--- config.mk ---
export PLATFORM = sky130hd
export DESIGN_NAME = adc_diffavg_post
export DESIGN_NICKNAME = d
export VERILOG_FILES = /design/src/rtl/diffavg_pkg.sv /design/src/rtl/diffavg_pair_front.sv /design/src/rtl/diffavg_accum.sv /design/src/rtl/adc_diffavg_post.sv
export SDC_FILE = /design/constraint.sdc
export NUM_CORES = 2
export LEC_CHECK = 0
export BUFFER_PORTS_ARGS = -buffer_cell sky130_fd_sc_hd__clkbuf_2
export CORE_AREA = 4 4 363 365
export CTS_CLUSTER_SIZE = 20
export DETAILED_ROUTE_END_ITERATION = 10
export DIE_AREA = 0 0 367 369
export GPL_TIMING_DRIVEN = 1
export PLACE_DENSITY = 0.53
export SLEW_MARGIN = 30
export SYNTH_ARGS = -nofsm -noshare
export SYNTH_HDL_FRONTEND = slang
export SYNTH_SLANG_ARGS = --single-unit
export TNS_END_PERCENT = 1
--- constraint.sdc ---
create_clock -name clk -period 7.7 [get_ports clk]
set_input_delay 0.385 -clock clk [delete_from_list [all_inputs] [get_ports clk]]
set_output_delay 0.385 -clock clk [all_outputs]
set_load 0.05 [all_outputs]
--- src/rtl/diffavg_pkg.sv ---
package diffavg_pkg;

   localparam int SEL_W = 3;

   // map averaging code to log2 of the sample count; out-of-range codes disable
   function automatic int unsigned avg_log2(input logic [SEL_W-1:0] code, input int unsigned max_log2);
      if (code >= 1 && int'(code) <= int'(max_log2))
         return int'(code);
      return 0;
   endfunction

endpackage

--- src/rtl/diffavg_pair_front.sv ---
module diffavg_pair_front
   import diffavg_pkg::*;
#(
   parameter int RAW_W = 12,
   parameter int OUT_W = 17
)(
   input  logic             clk,
   input  logic             rst_n,
   input  logic             pos_v,
   input  logic [RAW_W-1:0] pos_d,
   input  logic             neg_v,
   input  logic [RAW_W-1:0] neg_d,
   input  logic             pair_diff,
   input  logic             pair_signed,
   output logic             even_samp_v,
   output logic [OUT_W-1:0] even_val,
   output logic             even_mode_diff,
   output logic             even_mode_sgn,
   output logic             odd_samp_v,
   output logic [OUT_W-1:0] odd_val,
   output logic             odd_suppressed
);

   localparam int DIFF_W = RAW_W + 1;

   logic signed [DIFF_W-1:0] delta;
   logic signed [OUT_W-1:0]  delta_ext;

   always_comb begin
      delta     = $signed({1'b0, pos_d}) - $signed({1'b0, neg_d});
      delta_ext = OUT_W'(delta);
   end

   always_comb begin
      if (pair_diff) begin
         even_samp_v = pos_v & neg_v;
         if (pair_signed)
            even_val = delta_ext;
         else if (delta < 0)
            even_val = '0;
         else
            even_val = delta_ext;
         odd_samp_v = 1'b0;
      end else begin
         even_samp_v = pos_v;
         even_val    = OUT_W'(pos_d);
         odd_samp_v  = neg_v;
      end
      odd_val        = OUT_W'(neg_d);
      even_mode_diff = pair_diff;
      even_mode_sgn  = pair_diff & pair_signed;
      odd_suppressed = pair_diff;
   end

   p_unsigned_floor_r5: assert property (@(posedge clk) disable iff (!rst_n)
      (pair_diff && !pair_signed) |-> !even_val[OUT_W-1]);

   p_diff_span_r6: assert property (@(posedge clk) disable iff (!rst_n)
      (pair_diff && pair_signed) |->
         ($signed(even_val) <= $signed(OUT_W'((1 << RAW_W) - 1)) &&
          $signed(even_val) >= -$signed(OUT_W'((1 << RAW_W) - 1))));

endmodule

--- src/rtl/diffavg_accum.sv ---
module diffavg_accum
   import diffavg_pkg::*;
#(
   parameter int OUT_W        = 17,
   parameter int AVG_LOG2_MAX = 4,
   parameter int MODE_W       = 5
)(
   input  logic              clk,
   input  logic              rst_n,
   input  logic              samp_v,
   input  logic [OUT_W-1:0]  samp_val,
   input  logic [MODE_W-1:0] mode,
   input  logic [SEL_W-1:0]  sel,
   output logic              out_v,
   output logic [OUT_W-1:0]  out_d
);

   localparam int CNT_W = AVG_LOG2_MAX + 1;

   logic [CNT_W-1:0]  cnt_q;
   logic [CNT_W-1:0]  target;
   logic [OUT_W-1:0]  acc_q;
   logic [MODE_W-1:0] mode_q;
   logic              cfg_change;
   logic              last_one;

   always_comb begin
      target     = CNT_W'(1) << avg_log2(sel, AVG_LOG2_MAX);
      cfg_change = (mode != mode_q);
      last_one   = ((cnt_q + CNT_W'(1)) == target);
   end

   always_ff @(posedge clk) begin
      if (!rst_n) begin
         cnt_q  <= '0;
         acc_q  <= '0;
         mode_q <= '0;
         out_v  <= 1'b0;
         out_d  <= '0;
      end else begin
         out_v  <= 1'b0;
         mode_q <= mode;
         if (cfg_change) begin
            cnt_q <= '0;
            acc_q <= '0;
         end else if (samp_v) begin
            if (last_one) begin
               out_d <= acc_q + samp_val;
               out_v <= 1'b1;
               acc_q <= '0;
               cnt_q <= '0;
            end else begin
               acc_q <= acc_q + samp_val;
               cnt_q <= cnt_q + CNT_W'(1);
            end
         end
      end
   end

   p_out_needs_sample_r7: assert property (@(posedge clk) disable iff (!rst_n)
      out_v |-> $past(samp_v));

   p_cfg_clear_r10: assert property (@(posedge clk) disable iff (!rst_n)
      cfg_change |=> (cnt_q == '0 && acc_q == '0 && !out_v));

endmodule

--- src/rtl/adc_diffavg_post.sv ---
module adc_diffavg_post
   import diffavg_pkg::*;
#(
   parameter int NUM_CH       = 16,
   parameter int RAW_W        = 12,
   parameter int AVG_LOG2_MAX = 4
)(
   input  logic                                        clk,
   input  logic                                        rst_n,
   input  logic [NUM_CH-1:0]                           raw_valid,
   input  logic [NUM_CH-1:0][RAW_W-1:0]                raw_data,
   input  logic [NUM_CH-1:0]                           diff_en,
   input  logic [NUM_CH-1:0]                           sgn_fmt,
   input  logic [NUM_CH-1:0][2:0]                      avg_sel,
   output logic [NUM_CH-1:0]                           res_valid,
   output logic [NUM_CH-1:0][RAW_W+AVG_LOG2_MAX:0]     res_data
);

   localparam int OUT_W   = RAW_W + AVG_LOG2_MAX + 1;
   localparam int NUM_PR  = NUM_CH / 2;
   localparam int MODE_W  = 2 + SEL_W;

   if (NUM_CH < 2 || (NUM_CH % 2) != 0) begin : g_bad_ch
      $error("NUM_CH must be even and at least 2");
   end
   if (RAW_W < 2) begin : g_bad_raw
      $error("RAW_W must be at least 2");
   end
   if (AVG_LOG2_MAX < 1 || AVG_LOG2_MAX > 6) begin : g_bad_avg
      $error("AVG_LOG2_MAX must be within 1..6");
   end

   for (genvar p = 0; p < NUM_PR; p++) begin : g_pair
      localparam int EV = 2 * p;
      localparam int OD = 2 * p + 1;

      logic             ev_v, od_v, ev_diff, ev_sgn, od_sup;
      logic [OUT_W-1:0] ev_val, od_val;

      diffavg_pair_front #(.RAW_W(RAW_W), .OUT_W(OUT_W)) u_front (
         .clk            (clk),
         .rst_n          (rst_n),
         .pos_v          (raw_valid[EV]),
         .pos_d          (raw_data[EV]),
         .neg_v          (raw_valid[OD]),
         .neg_d          (raw_data[OD]),
         .pair_diff      (diff_en[EV]),
         .pair_signed    (sgn_fmt[EV]),
         .even_samp_v    (ev_v),
         .even_val       (ev_val),
         .even_mode_diff (ev_diff),
         .even_mode_sgn  (ev_sgn),
         .odd_samp_v     (od_v),
         .odd_val        (od_val),
         .odd_suppressed (od_sup)
      );

      diffavg_accum #(.OUT_W(OUT_W), .AVG_LOG2_MAX(AVG_LOG2_MAX), .MODE_W(MODE_W)) u_acc_even (
         .clk      (clk),
         .rst_n    (rst_n),
         .samp_v   (ev_v),
         .samp_val (ev_val),
         .mode     ({ev_diff, ev_sgn, avg_sel[EV]}),
         .sel      (avg_sel[EV]),
         .out_v    (res_valid[EV]),
         .out_d    (res_data[EV])
      );

      diffavg_accum #(.OUT_W(OUT_W), .AVG_LOG2_MAX(AVG_LOG2_MAX), .MODE_W(MODE_W)) u_acc_odd (
         .clk      (clk),
         .rst_n    (rst_n),
         .samp_v   (od_v),
         .samp_val (od_val),
         .mode     ({od_sup, 1'b0, avg_sel[OD]}),
         .sel      (avg_sel[OD]),
         .out_v    (res_valid[OD]),
         .out_d    (res_data[OD])
      );

      p_odd_quiet_r3: assert property (@(posedge clk) disable iff (!rst_n)
         diff_en[EV] |=> !res_valid[OD]);

      p_unpaired_drop_r12: assert property (@(posedge clk) disable iff (!rst_n)
         (diff_en[EV] && !raw_valid[OD] && avg_sel[EV] == 3'd0) |=> !res_valid[EV]);
   end

endmodule

---- Yosys cells after proc, flatten, opt, wreduce, memory -nomap -nowiden ----
Cells that the tools add are included.
Widths: inputs -> output; s select.
word-level totals
  register bits after elaboration ......... 720
  bits in latches ......................... 0
  bits in writable memories ............... 0
  bits in read-only memories .............. 0
  output and inout port bits .............. 288
  memories ................................ 0
cells by class
  $add $sub $neg .......................... 40
  multipliers ............................. 0
  divide/modulo/power cells ............... 0
  $lt $le $gt $ge ......................... 40
  eq/ne operators ......................... 32
  shift operators ......................... 16
  multiplexer cells ....................... 136
  bitwise gates (word level) .............. 49
  reductions and logical operators ........ 64
operator list
  cell                 count
  $mux 17              40
  $add 17x12->17       8
  $add 17x17->17       8
  $lt 13x1->1 const B  8
  $sub 12x12->13       8
  $mux 3               32
  $add 5x1->5 const B  16
  $eq 5x5->1           16
  $mux 5               16
  $ne 5x5->1           16
  $shl 1x3->5 const A  16
  $ge 3x1->1 const B   16
  $le 3x3->1 const B   16
  $mux 1               48
  $reduce_and 3->1     16
  $reduce_or 3->1      16
  $not 1->1            33
  $reduce_or 2->1      16
  $and 1x1->1          16
  $logic_and 1x1->1    16

---- Longest topological paths before layout ----
  depth in word-level cells ............... 7
  gate-level depth with buffers ........... 22
  gate-level depth less buffers ........... 21

---- Modules after synthesis ----
Synthesis repeated with hierarchy kept, for this count alone.
second synthesis, totals
  cells, all modules ...................... 6418
  area total of the unflattened synthesis .. 51331.7 um^2
by module, submodules not included
  module                                    times used  cells an instance  area an instance (um^2)
  diffavg_accum (g_pair[0].u_acc_even ...)  15          329                2705.1
  diffavg_pair_front                        8           145                1007.2
  diffavg_accum (g_pair[0].u_acc_odd)       1           322                2693.8
  adc_diffavg_post                          1           1                  3.8

---- Worst setup path after synthesis ----
Ideal clock, no wire load.
  path kind ............................... input to register
  from .................................... in raw_data[0] in the netlist's numbering
  to ...................................... reg g_pair[0].u_acc_even.out_d[16]
  setup time .............................. 0.086 ns
  data arrival time ....................... 4.546 ns
  slack ................................... 3.068 ns
  stages .................................. 20
  path buffers ............................ 1
  path through ............................ inv_1 > ha_1 > fa_1 > nor2b_1 > o31a_1 > nor4_1 > o211ai_1 > a21o_1 > nand2_1 > clkbuf_1 > o2bb2ai_1 > ha_1 > a2111oi_0 > o21ai_0 > a31o_2 > o41ai_1 > o31ai_1 > xor2_1 > xnor2_1 > a211oi_1
on the way
  cells in the longest elaborated chain, start to end .. 6
RTL lines
  what                  RTL line                  source
  start, declared       adc_diffavg_post.sv:11    input logic [NUM_CH-1:0][RAW_W-1:0] raw_data,
  $sub 12x12->13        diffavg_pair_front.sv:30  delta = $signed({1'b0, pos_d}) - $signed({1'b0, neg_d});
  $lt 13x1->1           diffavg_pair_front.sv:39  else if (delta < 0)
  $mux 17               diffavg_pair_front.sv:39
  $mux 17               diffavg_pair_front.sv:37  if (pair_signed)
  $mux 17 (*)           diffavg_pair_front.sv:35  if (pair_diff) begin
  $add 17x17->17 (*)    diffavg_accum.sv:48       out_d <= acc_q + samp_val;
  end signal, assigned  diffavg_accum.sv:48
  end, declared         diffavg_accum.sv:15       output logic [OUT_W-1:0] out_d
Mark *: on every way between the ends. The rest lies on a longest branch, timed or not.
A chain may end at the register's enable or synchronous reset.

---- Worst setup path after layout ----
Same ends and word-level chain as after synthesis.

==> results.toml <==
[outcome]
outcome = "finished, final reports clean"

[cts]
cts.sinks = 704
cts_resized = 0
post_cts_buffers = 0
clock_path_buffers = 3
path_clk_slew_ps = 60
cts_hold_buf = 40
cts_buffers = 89
tritoncts = "done"
clk_latency_ps = 680
htree_levels = 3
cts-root-buf = "clkbuf_16"

[placed_design]
hpwlAfterDp_um = 106800
place.gp.congestion = 0.8904
io_buffers = 561

[grt]
grt-ovfl-total = 0
track_usage_pct = 20.29
grt_max_degree = 131
grt_pass1_wl_um = 223100
antenna_found_initial = 28
first_global_vias = 39623

[sta]
fin_skew_ps = 36.51
rsz0062_at_grt = "no"
fin_crit_sh_pct = 64.73
final_hold_viol_count = 0
worst_pin_slew_ps = 978.9
finalSetupTns_ps = 0
fmax_mhz = 200.6
fin_crit_ps = 4984
relSlewSlack_pct = 34.73
finalSetupViolCount = 0
slew_viol_final = 0

[critical_path]
path_cells = "clkbuf_2, inv_1, ha_1, fa_1, nor2b_1, o31a_1, nor4_1, o211ai_1, a21o_1, nand2_1, o2bb2ai_1, ha_1, a2111oi_0, o21ai_0, a31o_2, o41ai_1, o31ai_1, xor2_1, xnor2_1, a211oi_1"
max_stage_delay_ps = 560
worstPathRequired_ps = 8260
worstPathArrival_ps = 5540
cp_common_cell = "ha_1"
crit_family = "compound AO/OA/AOI/OAI gates"
worstReg2RegStart = "g_pair[7].u_acc_even.cnt_q[0]"
rrSetupSlack_ps = 3790
critPathMaxFanout = 12
cp-start-kind = "primary input"
r2r_end = "g_pair[7].u_acc_even.out_d[10]"
worstRegToRegCells = 10
worst-path-buf-inv = 2
endpoint_kind = "flip-flop"
path_class = "primary input to flip-flop"
slowest_stage = "a2111oi_0"

[synth]
async_flop_share_pct = 0
synth_flop_cell = "dfxtp_1"
syn_inst = 5578
synth_area_leaders = "dfxtp_1 (32%), ha_1 (9.4%), a21oi_1 (5.4%)"
synth_top_area_share_pct = 31.54
ys_seq_area_share_pct = 31.54
synth_top_area_cell = "dfxtp_1"
netlist-cell-type-count = 94
synth_edf_count = 0
ys_seq_elements = 704
postSynthAreaPerCell_um2 = 8.010
yosys_warnings = 0
syn_nets = 6228
synth_area_um2 = 44680

[route]
postRouteAntennaNets = 0
drc = 0
routed_via_density = 5.310
drtPass1Iterations = 6
drtIter0Drc = 2490
wl_per_cell_um = 18.25
dr_total_vias = 41466
wirelength_um = 142500

[final_layout]
drive_above_1_share_pct = 13.64
area_growth_pct = 17.39
final_util_pct = 40.71
nets = 6695

[pwr]
total_leakage_power_uw = 0.02180
power_density_nw_per_um2 = 182.3
vdd_drop_max_v = 0.0001761

[die]
die-area_um2 = 135400
io_pins = 578
die_w_um = 367
die_h_um = 369
initial_core_util_pct = 34.68
placeableCoreArea_um2 = 128800
rows = 132

[min_path]
hold_start = "avg_sel[30]"
min_path_type = "primary input to flip-flop"
hold_depth = 2
hold_path_end = "g_pair[5].u_acc_even.mode_q[0]"

[run]
cap_violations = 0
-- where the power goes --
part / internal (uW) / switching [uW]
logic: 542 / 914
registers: 3670 / 16.2
clock network: 2690 / 1730
total: 6900 / 2660
-- cells in the mapped netlist, drive strengths merged (14+ instances only) --
cell     count
o2bb2ai     44
inv        273
nand3b      36
xnor2      194
a21o        92
nor4        27
o41ai       14
xor2       194
buf         47
nor3       122
a22oi       65
and2        74
clkbuf     222
nor3b       28
fa          24
or3         56
nand2b      53
nor2b       76
o21a        55
dfxtp      704
nand2      527
o21bai      28
a31oi       66
o21ai      241
a21oi      482
and3        49
or2         16
ha         336
nand3      315
a22o        21
o211ai      25
a211oi      62
a21boi      21
o31ai       16
o22ai       46
nor2       525
nand4       20
mux2i      157
o32ai       14
-- metal layers --
| layer | part of all wire, % | vias up | track usage [%] |
|---|---|---|---|
| li1 | - | 20858 | - |
| met1 | 47 | 19550 | 27.06 |
| met2 | 45 | 835 | 32.90 |
| met3 | 5.6 | 207 | 4.181 |
| met4 | 2.7 | 16 | 6.301 |
| met5 | 0.069 | - | 0 |
-- metrics by stage --
stage / total power, uW / hold slack (ps) / instances / area [um2] / setup WS, ps
final: 9562 / 76.94 / 7809 / 52450 / 2716
after global routing: 10030 / 42.64 / 7800 / 52430 / 2117
after floorplan: 4768 / 435.6 / 5578 / 44680 / 3068
after detailed placement: 5197 / 446.1 / 7589 / 48890 / 2080
after CTS: 9709 / 0.1362 / 7790 / 52370 / 2789
after global placement: 5184 / 440.3 / 7589 / 48870 / 2203
-- worst max path at each step --
stage               cells after the start        start                             end  slack, ps
floorplan                              20  raw_data[0]  g_pair[0].u_acc_even.out_d[16]       3070
global placement                       20  raw_data[0]  g_pair[0].u_acc_even.out_d[16]       2200
detailed placement                     20  raw_data[0]  g_pair[0].u_acc_even.out_d[16]       2080
CTS                                    20  raw_data[0]  g_pair[0].u_acc_even.out_d[16]       2790
global route                           20  raw_data[0]  g_pair[0].u_acc_even.out_d[16]       2120
finish                                 20  raw_data[0]  g_pair[0].u_acc_even.out_d[16]       2720
-- layout make-up --
type                    count  area [um2]
well taps                1675        2096
inverters                 276        1044
multi-input cells        4329       28530
fillers                 13336       76380
diodes                     19       47.55
repair buffers            645        3557
clock inverters            36       475.5
flip-flops and latches    704       14090
clock buffers             125        2604
-- flip-flops by register name, summed over array words and instances, names as in the netlist --
name,flops
g_pair.u_acc_even.out_d,136
g_pair.u_acc_even.acc_q,136
g_pair.u_acc_even.cnt_q,40
g_pair.u_acc_even.out_v,8
g_pair.u_acc_odd.out_d,136
g_pair.u_acc_odd.out_v,8
g_pair.u_acc_even.mode_q,38
g_pair.u_acc_odd.cnt_q,40
g_pair.u_acc_odd.acc_q,136
g_pair.u_acc_odd.mode_q,26
-- placed cells by master, fill, tap and decap left out, drive strengths merged, types with 21 or more instances in the layout --
master	count
a211oi	62
a21boi	21
a21o	92
a21oi	482
a22o	21
a22oi	65
a31oi	66
and2	74
and3	49
buf	45
clkbuf	685
dfxtp	704
dlygate4sd3	40
fa	24
ha	336
inv	276
mux2i	157
nand2	527
nand2b	53
nand3	315
nand3b	36
nor2	525
nor2b	76
nor3	122
nor3b	28
nor4	27
o211ai	25
o21a	55
o21ai	241
o21bai	28
o22ai	46
o2bb2ai	44
or3	56
xnor2	194
xor2	194
-- logic make-up (layout without fill, tap and decap cells) --
logic type               count (synthesis)  in the layout  share of synthesized area (%)
AO/OA/AOI/OAI                         1437           1437                          20.66
XOR/XNOR                               388            388                          7.606
adder cells (fa/ha/maj)                360            360                          10.48
buffers and inverters                  545           1082                          4.803
flip-flops                             704            704                          31.54
multiplexers                           168            168                          3.795
other                                    0             19                              0
AND/OR/NAND/NOR                       1976           1976                          21.11
Note: power is estimated with default switching activity, not from simulation.
